--- config.mk ---
export PLATFORM = sky130hd
export DESIGN_NAME = modem_ctl_status
export DESIGN_NICKNAME = d
export VERILOG_FILES = /design/src/rtl/modem_ctl_status.sv
export SDC_FILE = /design/constraint.sdc
export NUM_CORES = 1
export LEC_CHECK = 0
export CORE_ASPECT_RATIO = 0.8
export CORE_MARGIN = 2
export CORE_UTILIZATION = 39
export CTS_CLUSTER_DIAMETER = 120
export DETAILED_ROUTE_END_ITERATION = 10
export PLACE_DENSITY_LB_ADDON = 0.25
export SYNTH_ARGS = -nofsm -noshare
export SYNTH_HDL_FRONTEND = slang
export SYNTH_SLANG_ARGS = --single-unit
--- constraint.sdc ---
create_clock -name clk -period 1.4 [get_ports clk]
set_input_delay 0.14 -clock clk [delete_from_list [all_inputs] [get_ports clk]]
set_output_delay 0.14 -clock clk [all_outputs]
set_load 0.005 [all_outputs]
--- src/rtl/modem_ctl_status.sv ---
module modem_ctl_status #(
  parameter int SYNC_STAGES = 2
) (
  input  logic       clk,
  input  logic       rst_n,
  input  logic       ctl_wr,
  input  logic [4:0] ctl_wdata,
  output logic [7:0] ctl_rdata,
  input  logic       stat_rd,
  output logic [7:0] stat_rdata,
  output logic       stat_irq,
  input  logic       cts_i,
  input  logic       dsr_i,
  input  logic       ri_i,
  input  logic       dcd_i,
  output logic       dtr_o,
  output logic       rts_o,
  output logic       out1_o,
  output logic       out2_o,
  output logic       loop_o,
  input  logic       tx_bit_i,
  output logic       rx_bit_o,
  input  logic       sin_i,
  output logic       sout_o
);

  logic [4:0] ctl;
  logic [3:0] sync_q [SYNC_STAGES];
  logic [3:0] lvl_q, delta_q, src, chg;

  always_ff @(posedge clk or negedge rst_n)
    if (!rst_n)      ctl <= '0;
    else if (ctl_wr) ctl <= ctl_wdata;

  always_ff @(posedge clk or negedge rst_n)
    if (!rst_n) begin
      for (int i = 0; i < SYNC_STAGES; i++) sync_q[i] <= '0;
    end else begin
      sync_q[0] <= {dcd_i, ri_i, dsr_i, cts_i};
      for (int i = 1; i < SYNC_STAGES; i++) sync_q[i] <= sync_q[i-1];
    end

  assign loop_o = ctl[4];
  // status order within a nibble: {dcd, ri, dsr, cts}
  assign src = loop_o ? {ctl[3], ctl[2], ctl[0], ctl[1]} : sync_q[SYNC_STAGES-1];
  assign chg = {src[3] ^ lvl_q[3], lvl_q[2] & ~src[2], src[1:0] ^ lvl_q[1:0]};

  always_ff @(posedge clk or negedge rst_n)
    if (!rst_n) begin
      lvl_q   <= '0;
      delta_q <= '0;
    end else begin
      lvl_q   <= src;
      delta_q <= (stat_rd ? 4'b0 : delta_q) | chg;
    end

  assign ctl_rdata  = {3'b000, ctl};
  assign stat_rdata = {lvl_q, delta_q};
  assign stat_irq   = |delta_q;

  assign dtr_o  = ctl[0] & ~loop_o;
  assign rts_o  = ctl[1] & ~loop_o;
  assign out1_o = ctl[2] & ~loop_o;
  assign out2_o = ctl[3] & ~loop_o;

  assign sout_o   = loop_o ? 1'b1 : tx_bit_i;
  assign rx_bit_o = loop_o ? tx_bit_i : sin_i;

  a_r7_read_clears: assert property (@(posedge clk) disable iff (!rst_n)
    (stat_rd && src == lvl_q) |=> stat_rdata[3:0] == 4'b0);

  a_r5_flag_sticky: assert property (@(posedge clk) disable iff (!rst_n)
    (!stat_rd && stat_rdata[0]) |=> stat_rdata[0]);

  a_r6_ri_trailing: assert property (@(posedge clk) disable iff (!rst_n)
    $rose(stat_rdata[2]) |-> ($past(stat_rdata[6]) && !stat_rdata[6]));

  a_r8_irq_holds: assert property (@(posedge clk) disable iff (!rst_n)
    (!stat_rd && stat_irq) |=> stat_irq);

  a_r3_pins_quiet: assert property (@(posedge clk) disable iff (!rst_n)
    ($past(ctl_wr) && $past(ctl_wdata[4])) |-> !(dtr_o | rts_o | out1_o | out2_o));

  a_r10_sout_idle: assert property (@(posedge clk) disable iff (!rst_n)
    loop_o |-> sout_o);

endmodule

Word-level counts from Yosys, hierarchy flattened --
Index checks and enable logic that the tools add are counted.
Operators by class: reduce and logical (&&, ||, !) cells 1, muxes and demuxes 4, bitwise logic cells 10
Operator list (number):
- $mux W4 | 2
- $and A1 B1 Y1 | 5
- $or A4 B4 Y4 | 1
- $reduce_or A4 Y1 | 1
- $mux W1 | 2
- $not A1 Y1 | 2
- $xor A2 B2 Y2 | 1
- $xor A1 B1 Y1 | 1
Storage, ports and cells: input port bits 15, bits in registers 21, logic and storage cells 20, output and inout bits 24

Depth between registers and ports, before layout --
word-level depth 4, depth in mapped cells 4, depth with buffers taken out 3

Worst setup path before layout --
Ideal clock, no wire load.
kind flip-flop to flip-flop, start point register ctl[4], end point register delta_q[0], path buffers 1, cell stages (with the launch flop) 5, arrival 1.035 ns, period minus slack after synthesis 1.157 ns, setup time 0.122 ns, setup slack 0.243 ns, required time 1.278 ns, cells stage by stage dfrtp_1 buf_6 mux2_4 nor3_2 a21oi_1
On the way: longest elaborated chain between the ends 3
Ends and longest elaborated chain:
- from (decl) | RTL line 27 | logic [4:0] ctl;
- from (signal assigned) | RTL line 33 | else if (ctl_wr) ctl <= ctl_wdata;
- $mux W4 | RTL line 45 | assign src = loop_o ? {ctl[3], ctl[2], ctl[0], ctl[1]} : sync_q[SYNC_STAGES-1];
- via src[0] | RTL line 29 | logic [3:0] lvl_q, delta_q, src, chg;
- $xor A2 B2 Y2 | RTL line 46 | assign chg = {src[3] ^ lvl_q[3], lvl_q[2] & ~src[2], src[1:0] ^ lvl_q[1:0]};
- $or A4 B4 Y4 | RTL line 54 | delta_q <= (stat_rd ? 4'b0 : delta_q) | chg;
- to (signal assigned) | RTL line 54
- to (decl) | RTL line 29
The timed path passes the listed nets, and every way through them passes these cells. A chain may end at the register's enable or synchronous reset.

Worst setup path after layout --
start point register delta_q[2], end point output stat_irq
On the way: longest elaborated chain between the ends 1
Ends and longest elaborated chain:
- $reduce_or A4 Y1 | RTL line 59 | assign stat_irq = |delta_q;
- to (decl) | RTL line 11 | output logic stat_irq,
Every way passes these cells.

==> flow_summary.ini <==
[outcome]
outcome = finished, violations left
violations = negative setup slack

[die]
ioPinCount = 39
initial_core_util = 0.427
die_w_um = 55.6
row_count = 14
core_area_um2 = 1940
die_h_um = 45.3
die_area_um2 = 2520

[layout]
syn_to_final_growth_pct = 59.5
finalNetCount = 125
fillers = 154
drive_gt1_frac = 0.404
final_area_um2 = 1330
final_cell_mix = clkdlybuf4s50_1 (22), dfrtp_1 (20), buf_4 (9)
register_area_um2 = 527
final_cells = 133
multiInputGateArea_um2 = 267
final_common_cell = clkdlybuf4s50_1
n_antenna_cell = 0

[global_route]
grt_antenna_before_repair = 0
grt_pass1_vias = 595
grt.overflow.total = 0
grt.total_usage = 0.138
grt_pass1_wl_mm = 2.60
grt_max_degree = 22

[route]
firstDrtPassIters = 2
wl_per_cell_um = 11.3
drt_wl_total_mm = 1.51
vias_per_cell = 4.41
routed-via-count = 586
ant_nets = 0
route.detailed.drc = 0
first_iter_violations = 2

[placed_design]
postPlaceCellArea_um2 = 1240
place_inst = 122
place.gp.congestion = 0.730
io_buffers = 35
dp_hpwl_mm = 1.15

[power_and_ir_drop]
peakVddDrop_mv = 0.811
power.total_mw = 1.37
leakage_nw = 0.626
p_per_area_nw_per_um2 = 1030

[timing]
finalCritPeriodShare = 1.04
setup_viol_count_final = 4
postLayoutSetupSlackWorst_ns = -0.0510
fin_worst_skew_ns = 0.00158
max_freq_ghz = 0.689
fin_crit_ns = 1.45
hold_viol = 0
rsz0062_at_grt = true
holdWs_ns = 0.166
drv_slew = 0
tns_ns = -0.0747

[setup_path]
crit_path_end = stat_irq
reg2reg_depth = 5
crit_type = reg -> out
worstSetupStartpoint = delta_q[2]$_DFF_PN0_
crit_fanout = 2
required_ns = 1.26
r2r-start = ctl[4]$_DFFE_PN0P_
worst_setup_path_start_kind = flop
cp-end-kind = output port
arrival_ns = 1.31
r2r-end = delta_q[0]$_DFF_PN0_
rrSetupSlack_ns = 0.05

[clocking]
cts.reportedPaths.clkPinSlew_ns = 0.10
cts_buffers = 3
cts_tree = yes
cts-htree-levels = 1
clk_latency_ns = 0.29
cts.sinks = 21
root_buffer = clkbuf_4
clockBufferDepth = 2

[synth]
synth_area_um2 = 831
netlist_instances = 58
yosysSeqAreaShare = 0.633
synth_warnings = 0
yosysUniqueCellTypes = 15
avgSynthCellArea_um2 = 14.3
yosys-top-cells-area = dfrtp_1 (63%), mux2_2 (11%), nor2b_1 (4.5%)
ys_seq_elements = 21
synth_area_leader_cell = dfrtp_1
synth_top_area_frac = 0.633

[min_path]
hold_path.class = in -> async

[run]
cap_violations = 0
==> metal layers <==
layer	GRT usage	routed length (um)	vias up	part of all wire
met5	0	0	-	0
met4	0.0293	0	0	0
met3	0.0544	133	0	0.088
met2	0.243	734	26	0.49
met1	0.164	637	270	0.42
li1	-	-	290	-
==> flip-flops by register name, summed over array words and instances, names as in the netlist <==
name     count
delta_q      4
lvl_q        4
ctl          5
sync_q       8
==> how the worst min path moves through the flow <==
stage	startpoint	to	slack, ns
3_3_place_gp	sync_q[6]$_DFF_PN0_	sync_q[2]$_DFF_PN0_	0.33
5_1_grt	rst_n	delta_q[3]$_DFF_PN0_	0.18
2_1_floorplan	rst_n	ctl[0]$_DFFE_PN0P_	-0.16
3_5_place_dp	sync_q[4]$_DFF_PN0_	sync_q[0]$_DFF_PN0_	0.34
4_1_cts	rst_n	sync_q[3]$_DFF_PN0_	0.16
6_report	rst_n	delta_q[3]$_DFF_PN0_	0.17
==> report_power, final <==
part	switching (mW)	internal, mW	total [mW]
sequential	0.0367	0.669	0.705
clock	0.167	0.106	0.273
combinational	0.122	0.269	0.391
total	0.325	1.04	1.37
==> cell families after synthesis <==
family,Yosys count,share of synthesized area
other,1,0.00451
AOI/OAI and AO/OA,4,0.0256
buffers and inverters,7,0.0587
muxes,10,0.145
and+or+nand+nor,15,0.134
DFF,21,0.633
==> repair_timing <==
action                                  CTS  global route
pin swaps                                 1             1
hold buffers                              0             0
gates resized for setup                  31            14
buffers inserted                          4             4
endpoints found under the setup margin    9            19
==> per-stage QoR <==
| step | worst slack [ns] | util |
|---|---|---|
| CTS | -0.123 | 0.658 |
| global placement | -0.0403 | 0.636 |
| finish | -0.0510 | 0.681 |
| detailed placement | -0.0428 | 0.636 |
| floorplan | 0.243 | - |
| global route | -0.115 | 0.681 |
==> critical path, cell delays in order (launching register included) <==
cell     delay [ns]
dfrtp_1        0.38
or4_1          0.50
buf_2          0.14
==> synthesized netlist by cell type <==
master	n
nor3_2	2
mux2_2	8
inv_1	2
buf_4	4
a21oi_1	3
conb_1	1
nor3_1	1
and2b_2	4
or2_2	1
o22ai_1	1
dfrtp_1	21
or4_1	1
mux2_4	2
buf_6	1
nor2b_1	6
==> area by class of cell <==
type	count	share of cell area
inverters	2	0.00567
well taps	24	0.0227
repair buffers	50	0.352
flip-flops and latches	21	0.398
clock inverters	1	0.00378
multi-input cells	32	0.201
clock buffers	3	0.0170
Power figures use the tool's default switching activity.
